### config.mk
export PLATFORM = sky130hd
export DESIGN_NAME = gpo_watchdog
export DESIGN_NICKNAME = d
export VERILOG_FILES = /design/src/rtl/wdt_pkg.sv /design/src/rtl/wdt_gpo_reg.sv /design/src/rtl/wdt_countdown.sv /design/src/rtl/wdt_pulse.sv /design/src/rtl/gpo_watchdog.sv
export SDC_FILE = /design/constraint.sdc
export NUM_CORES = 1
export LEC_CHECK = 0
export BUFFER_PORTS_ARGS = -buffer_cell sky130_fd_sc_hd__buf_2
export CAP_MARGIN = 25
export CORE_MARGIN = 3
export CORE_UTILIZATION = 31
export DETAILED_ROUTE_END_ITERATION = 10
export SLEW_MARGIN = 40
export SYNTH_ARGS = -nofsm -noshare
export SYNTH_HDL_FRONTEND = slang
export SYNTH_SLANG_ARGS = --single-unit
### constraint.sdc
create_clock -name clk -period 1.95 [get_ports clk]
set_input_delay 0.39 -clock clk [delete_from_list [all_inputs] [get_ports clk]]
set_output_delay 0.39 -clock clk [all_outputs]
set_load 0.005 [all_outputs]
### src/rtl/wdt_pkg.sv
package wdt_pkg;

   localparam int unsigned IO_ADDR_W = 16;
   localparam int unsigned IO_DATA_W = 8;

   // counter mode, derived each cycle from the enables and the count
   typedef enum logic [1:0] {
      WD_OFF  = 2'd0,
      WD_HELD = 2'd1,
      WD_RUN  = 2'd2,
      WD_FIRE = 2'd3
   } wd_mode_e;

endpackage

### src/rtl/wdt_gpo_reg.sv
module wdt_gpo_reg #(
   parameter int unsigned ADDR_W    = 16,
   parameter int unsigned DATA_W    = 8,
   parameter logic [ADDR_W-1:0] REG_ADDR  = 16'h0437,
   parameter logic [DATA_W-1:0] RESET_VAL = 8'h40,
   parameter int unsigned CTRL_BIT  = 6
) (
   input  logic              clk,
   input  logic              rst_n,
   input  logic [ADDR_W-1:0] io_addr,
   input  logic [DATA_W-1:0] io_wdata,
   input  logic              io_we,
   input  logic              sys_rst,
   output logic [DATA_W-1:0] io_rdata,
   output logic              hold_bit
);

   if (CTRL_BIT >= DATA_W) begin : g_bad_bit
      $error("wdt_gpo_reg: CTRL_BIT outside register");
   end
   if (RESET_VAL[CTRL_BIT] != 1'b1) begin : g_bad_rst
      $error("wdt_gpo_reg: reset value must hold the counter");
   end

   logic [DATA_W-1:0] gpo_q;
   logic              hit;

   assign hit = (io_addr == REG_ADDR);

   always_ff @(posedge clk or negedge rst_n) begin
      if (!rst_n)            gpo_q <= RESET_VAL;
      else if (sys_rst)      gpo_q <= RESET_VAL;
      else if (io_we && hit) gpo_q <= io_wdata;
   end

   assign io_rdata = hit ? gpo_q : '0;
   assign hold_bit = gpo_q[CTRL_BIT];


   foreign_wr_chk: assert property (@(posedge clk) disable iff (!rst_n)
      (io_we && !hit && !sys_rst) |=> $stable(gpo_q));

   own_wr_chk: assert property (@(posedge clk) disable iff (!rst_n)
      (io_we && hit && !sys_rst) |=> (gpo_q == $past(io_wdata)));

   sys_rst_restore_chk: assert property (@(posedge clk) disable iff (!rst_n)
      sys_rst |=> (gpo_q == RESET_VAL));

endmodule

### src/rtl/wdt_countdown.sv
module wdt_countdown
   import wdt_pkg::*;
#(
   parameter int unsigned TIMEOUT_CYC = 75_000_000
) (
   input  logic clk,
   input  logic rst_n,
   input  logic enable,
   input  logic hold,
   input  logic clear,
   output logic expire
);

   if (TIMEOUT_CYC < 2) begin : g_bad_timeout
      $error("wdt_countdown: TIMEOUT_CYC must be at least 2");
   end

   localparam int unsigned CNT_W = $clog2(TIMEOUT_CYC);
   localparam logic [CNT_W-1:0] LAST = CNT_W'(TIMEOUT_CYC - 1);

   logic [CNT_W-1:0] cnt_q;
   wd_mode_e         mode;

   always_comb begin
      if (!enable)             mode = WD_OFF;
      else if (hold || clear)  mode = WD_HELD;
      else if (cnt_q == LAST)  mode = WD_FIRE;
      else                     mode = WD_RUN;
   end

   always_ff @(posedge clk or negedge rst_n) begin
      if (!rst_n) cnt_q <= '0;
      else begin
         case (mode)
            WD_RUN:  cnt_q <= cnt_q + 1'b1;
            default: cnt_q <= '0;
         endcase
      end
   end

   assign expire = (mode == WD_FIRE);


   count_step_chk: assert property (@(posedge clk) disable iff (!rst_n)
      (mode == WD_RUN) |=> (cnt_q == CNT_W'($past(cnt_q) + 1'b1)));

   held_no_fire_chk: assert property (@(posedge clk) disable iff (!rst_n)
      hold |=> !expire);

   off_no_fire_chk: assert property (@(posedge clk) disable iff (!rst_n)
      !enable |=> !expire);

endmodule

### src/rtl/wdt_pulse.sv
module wdt_pulse #(
   parameter int unsigned PULSE_CYC = 32
) (
   input  logic clk,
   input  logic rst_n,
   input  logic fire,
   input  logic abort,
   output logic active
);

   if (PULSE_CYC < 1) begin : g_bad_pulse
      $error("wdt_pulse: PULSE_CYC must be at least 1");
   end

   if (PULSE_CYC == 1) begin : g_single
      logic act_q;
      always_ff @(posedge clk or negedge rst_n) begin
         if (!rst_n) act_q <= 1'b0;
         else        act_q <= fire && !abort;
      end
      assign active = act_q;
   end else begin : g_counted
      localparam int unsigned PW = $clog2(PULSE_CYC + 1);
      logic [PW-1:0] left_q;
      always_ff @(posedge clk or negedge rst_n) begin
         if (!rst_n)                 left_q <= '0;
         else if (abort)             left_q <= '0;
         else if (fire)              left_q <= PW'(PULSE_CYC);
         else if (left_q != '0)      left_q <= left_q - 1'b1;
      end
      assign active = (left_q != '0);


      pulse_hold_chk: assert property (@(posedge clk) disable iff (!rst_n || abort)
         $rose(active) |=> active);
   end


   abort_drop_chk: assert property (@(posedge clk) disable iff (!rst_n)
      abort |=> !active);

endmodule

### src/rtl/gpo_watchdog.sv
module gpo_watchdog
   import wdt_pkg::*;
#(
   parameter int unsigned IO_ADDR_W   = wdt_pkg::IO_ADDR_W,
   parameter int unsigned IO_DATA_W   = wdt_pkg::IO_DATA_W,
   parameter logic [IO_ADDR_W-1:0] WDT_ADDR  = 16'h0437,
   parameter logic [IO_DATA_W-1:0] REG_RESET = 8'h40,
   parameter int unsigned CTRL_BIT    = 6,
   parameter int unsigned CLK_HZ      = 50_000_000,
   parameter int unsigned TIMEOUT_CYC = (CLK_HZ / 2) * 3,
   parameter int unsigned PULSE_CYC   = 32
) (
   input  logic                 clk,
   input  logic                 rst_n,
   input  logic [IO_ADDR_W-1:0] io_addr,
   input  logic [IO_DATA_W-1:0] io_wdata,
   input  logic                 io_we,
   output logic [IO_DATA_W-1:0] io_rdata,
   input  logic                 jumper_en,
   output logic                 board_rst
);

   logic hold_bit;
   logic expire;
   logic pulse_active;

   wdt_gpo_reg #(
      .ADDR_W    (IO_ADDR_W),
      .DATA_W    (IO_DATA_W),
      .REG_ADDR  (WDT_ADDR),
      .RESET_VAL (REG_RESET),
      .CTRL_BIT  (CTRL_BIT)
   ) u_reg (
      .clk      (clk),
      .rst_n    (rst_n),
      .io_addr  (io_addr),
      .io_wdata (io_wdata),
      .io_we    (io_we),
      .sys_rst  (board_rst),
      .io_rdata (io_rdata),
      .hold_bit (hold_bit)
   );

   wdt_countdown #(
      .TIMEOUT_CYC (TIMEOUT_CYC)
   ) u_cnt (
      .clk    (clk),
      .rst_n  (rst_n),
      .enable (jumper_en),
      .hold   (hold_bit),
      .clear  (pulse_active),
      .expire (expire)
   );

   wdt_pulse #(
      .PULSE_CYC (PULSE_CYC)
   ) u_pulse (
      .clk    (clk),
      .rst_n  (rst_n),
      .fire   (expire),
      .abort  (!jumper_en),
      .active (pulse_active)
   );

   assign board_rst = pulse_active && jumper_en;


   rise_needs_expire_chk: assert property (@(posedge clk) disable iff (!rst_n)
      $rose(pulse_active) |-> $past(expire));

endmodule

; Yosys cells after proc, flatten, opt, wreduce, memory -nomap -nowiden
; Index checks and enable logic that the tools add are counted.
[word_totals]
input_bits = 28
out_inout_bits = 9
wordCells = 25
register_bits = 41
[classes]
n_addsub = 2
eq_ne = 5
muxes = 10
n_reduce_logical = 5
[ops]
columns = op, count
row1 = "27-bit by 1-bit adder with 27-bit output, second input constant", 1
row2 = "27-bit equality test, second input constant", 1
row3 = 27-bit 2-to-1 mux, 1
row4 = 8-bit 2-to-1 mux, 3
row5 = 6-bit 2-to-1 mux, 3
row6 = "16-bit by 11-bit equality test with 1-bit output, second input constant", 1
row7 = 6-bit nonzero test, 1
row8 = "6-bit by 1-bit subtractor with 6-bit output, second input constant", 1
row9 = "2-bit equality test, second input constant", 2
row10 = 2-bit 2-to-1 mux, 2
row11 = "3-bit by 1-bit != test with 1-bit output, second input constant", 1
row12 = 1-bit logical AND, 2
row13 = 2-bit nonzero test, 1
row14 = 1-bit logical OR, 1
row15 = 1-bit 2-to-1 mux, 1

; Logic depth before layout (Yosys ltp)
[depth]
ltp_word = 7
mapped_depth = 7
ltp_nobuf = 7

; Hierarchy
; From an unflattened synthesis, not the netlist that was laid out.
[unflattened]
cells_unflattened = 253
hier_area_um2 = 2436.1
[modules_own_cells]
columns = mod, area_per_inst_um2, cells_each, seq_area_each_um2, instances
row1 = wdt_countdown, 1581.5, 164, 675.6, 1
row2 = wdt_gpo_reg, 496.7, 49, 201.4, 1
row3 = wdt_pulse, 347.8, 38, 150.1, 1
row4 = gpo_watchdog, 10.0, 2, 0.0, 1

; Worst setup path after synthesis
; Ideal clock, no wire load.
[synth_timing]
path_type = input-to-output
startpoint = input port io_addr[13]
endpoint = output port io_rdata[0]
required_time_ps = 1560
arrival_ps = 1439
path_slack_ps = 121
stages = 5
path_cell_list = nor4b_1 and4_1 buf_2 clkbuf_1 and2_1
[synth_via]
elab_chain_len = 2
[synth_rtl]
columns = item, line
row1 = from (decl), gpo_watchdog.sv:15  ; input logic [IO_ADDR_W-1:0] io_addr,
row2 = 16-bit by 11-bit equality test with 1-bit output, wdt_gpo_reg.sv:28  ; assign hit = (io_addr == REG_ADDR);
row3 = 8-bit 2-to-1 mux, wdt_gpo_reg.sv:36  ; assign io_rdata = hit ? gpo_q : '0;
row4 = to (decl), gpo_watchdog.sv:18  ; output logic [IO_DATA_W-1:0] io_rdata,
; No other way between the ends.

; Final worst setup path
[layout_timing]
startpoint = input port io_addr[13]
endpoint = output port io_rdata[6]
; The elaborated chain is that of the path after synthesis.

==> flow_summary.ini <==
[power_and_ir_drop]
vdd_ir_drop_max_uv = 304
power_frac_seq_pct = 48.2
p_int_mw = 1.40
p_switching_mw = 0.527
p_per_area_mw_per_mm2 = 727
pwr-share-comb_pct = 23.2
pwr-share-clk_pct = 28.5
switching_share_pct = 27.4
p_leak_nw = 1.12

[clock_tree]
cts_tree = done
clkSlewWorstSetupHoldPaths_ns = 0.08
cts-htree-levels = 2
cts.sinks = 41
cts_buffer_depth = 2
clk_latency_ns = 0.28
hold_buffers = 0
cts_root_buffer = clkbuf_8
cts_buffers = 5

[sta]
max_slew_margin_pct = 75.1
fin_crit_sh_pct = 94.6
fin_crit_ns = 1.84
fin_setup_tns_ns = 0
rsz0062_at_grt = no
hold_viol = 0
max_freq_mhz = 542
final_max_slew_viol_count = 0
setup_violations = 0
worst_pin_slew_ns = 0.369
postLayoutSetupSlackWorst_ns = 0.106
finalClockSkew_ns = 0.00521

[synth]
ys_top_cells_by_area = dfrtp_1, o21ai_0, nand3_1
mappedNetlistArea_mm2 = 0.00220
syn-instance-count = 231
synth_warnings = 0
synth_edf_count = 0
async_reset_ff_share_pct = 100
synth_nets = 262
ys_seq_elements = 41
syn_area_per_cell_um2 = 9.51
ys_types = 42
synth_top_area_share_pct = 45.6
synth_flop_cell = dfrtp_1
ys_seq_area_share_pct = 46.8
netlist.top_cell.by_area = dfrtp_1

[final_layout]
multi_input_area_mm2 = 0.00111
fill_cells = 702
n_antenna_cell = 0
layout-drive-gt1-share_pct = 25.6
final_nets = 308
area_growth_pct = 20.6
final_cell_area_mm2 = 0.00265
regArea_mm2 = 0.00103

[global_routing]
grt_util_all_layers_pct = 12.4
grt_max_degree = 26
grt_overflow_total = 0
grt_pass1_wl_um = 8430
grt_pass1_vias = 1875
antenna_found_initial = 0

[setup_path]
crit_chain = buf_2 > nor4b_2 > and4_1 > buf_4 > and2_1 > buf_2
cp.required_ns = 1.56
endpoint_kind = primary output
cp_slowest_stage_delay_ns = 0.31
crit_top_cell = buf_2
arrival_ns = 1.45
cp_max_fo = 10
cp_slowest_cell = nor4b_2
worstPathBufferInverterCount = 3
worstSetupPathType = in2out
path_delay_family = simple AND/OR/NAND/NOR gates
critPathLaunchType = primary input

[place]
dp_hpwl_um = 3510
port_buffers = 36
place_congestion = 0.799
pre_cts_slack_ns = 0.0710
place_area_mm2 = 0.00252

[die]
initial_utilization_pct = 32.2
die-area_mm2 = 0.00813
fp.coreArea_mm2 = 0.00683
die_h_um = 90.2
die_w_um = 90.2
io_pins = 37
std_cell_rows = 30

[detailed_routing]
route.detailed.drc = 0
wire_per_inst_um = 12.9
ant_nets = 0
routed_wl_um = 4800
vias = 1831
drt_iter0_markers = 72
drt_first_pass_iters = 4
viasPerCell = 4.91

[run]
max-cap-violations = 0

[outcome]
status = complete, no violations

[min_path]
hp-class = in2async
synth_stat cells (3+ instances only):
master and count:
nand4_1 8, nor2_1 18, nand3_1 19, or3_1 10, dfrtp_1 40, nand2b_1 4
xor2_1 10, buf_2 3, nor4b_1 3, nand2_1 13, buf_6 4, inv_1 5
a21oi_1 18, ha_1 3, and4_1 4, xnor2_1 5, o21ai_0 21, and2_1 11
final timing paths:
kind	slack, ns	cells past startpoint	startpoint	endpoint
worst min register to register	0.49	1	u_cnt.cnt_q[0]$_DFF_PN0_	u_cnt.cnt_q[0]$_DFF_PN0_
worst max-delay path	0.11	6	io_addr[13]	io_rdata[6]
min in group clk	0.34	3	io_wdata[6]	u_reg.gpo_q[6]$_DFFE_PN1P_
worst max register to register	0.19	8	u_pulse.g_counted.left_q[0]$_DFFE_PN0P_	u_cnt.cnt_q[18]$_DFF_PN0_
max in group asynchronous	1.40	2	rst_n	u_cnt.cnt_q[3]$_DFF_PN0_
worst min-delay path	0.01	1	rst_n	u_cnt.cnt_q[21]$_DFF_PN0_
per-layer routing:
metal | up-vias | global-route usage, % | wire [µm]
met4 | 0 | 4.21 | 85
met1 | 886 | 15.1 | 2200
li1 | 921 | - | -
met3 | 6 | 2.59 | 89
met2 | 18 | 21.6 | 2430
met5 | - | 0 | 0
layout by cell type (no fill, tap or decap), types with 3 or more instances in the layout:
| cell type | count |
|---|---|
| a21oi_1 | 18 |
| and2_1 | 11 |
| and4_1 | 4 |
| buf_2 | 36 |
| buf_4 | 11 |
| clkbuf_8 | 6 |
| dfrtp_1 | 40 |
| ha_1 | 3 |
| inv_1 | 4 |
| nand2_1 | 13 |
| nand2b_1 | 3 |
| nand3_1 | 19 |
| nand4_1 | 8 |
| nor2_1 | 18 |
| o21ai_0 | 21 |
| or3_1 | 10 |
| xnor2_1 | 5 |
| xor2_1 | 10 |
layout make-up:
| type | instances | share of cell area [%] |
|---|---|---|
| Multi-Input combinational cell | 175 | 41.9 |
| Sequential cell | 41 | 38.8 |
| Clock buffer | 7 | 3.26 |
| Inverter | 6 | 0.850 |
| Tap cell | 96 | 4.53 |
| Timing Repair Buffer | 48 | 10.7 |
registers in the layout (all words and copies together) (netlist names):
| name | count |
|---|---|
| u_cnt.cnt_q | 27 |
| u_pulse.g_counted.left_q | 6 |
| u_reg.gpo_q | 8 |
what timing repair did:
| action | in CTS | in global routing |
|---|---|---|
| setup buffers | 0 | 2 |
| resized for setup | 1 | 6 |
| pin swaps | 0 | 1 |
| setup endpoints to repair | 1 | 9 |
power groups by stage:
| stage | clock (mW) | combinational (mW) | sequential (mW) |
|---|---|---|---|
| after CTS | 0.572 | 0.385 | 0.927 |
| after detailed placement | 0 | 0.380 | 0.943 |
| after floorplan | 0 | 0.248 | 0.933 |
| final | 0.549 | 0.447 | 0.929 |
| after global routing | 0.612 | 0.502 | 0.936 |
| after global placement | 0 | 0.374 | 0.941 |
through the flow:
stage          hold WS, ns  total power [mW]  utilization [%]  instances
5_1_grt             0.0275              2.05             38.8        373
6_report           0.00953              1.93             38.8        373
3_3_place_gp         0.333              1.31             36.8        364
3_5_place_dp         0.338              1.32             36.8        364
4_1_cts             0.0251              1.88             38.1        371
2_1_floorplan       0.0944              1.18                -        231
logic make-up after synthesis:
group / synth area share [%]
XOR/XNOR: 5.98
AND/OR/NAND/NOR: 29.7
adder cells (fa/ha/maj): 1.71
AO/OA/AOI/OAI: 11.8
buffers and inverters: 4.10
flip-flops: 46.8
No activity file was read; power rests on OpenSTA's default activity.
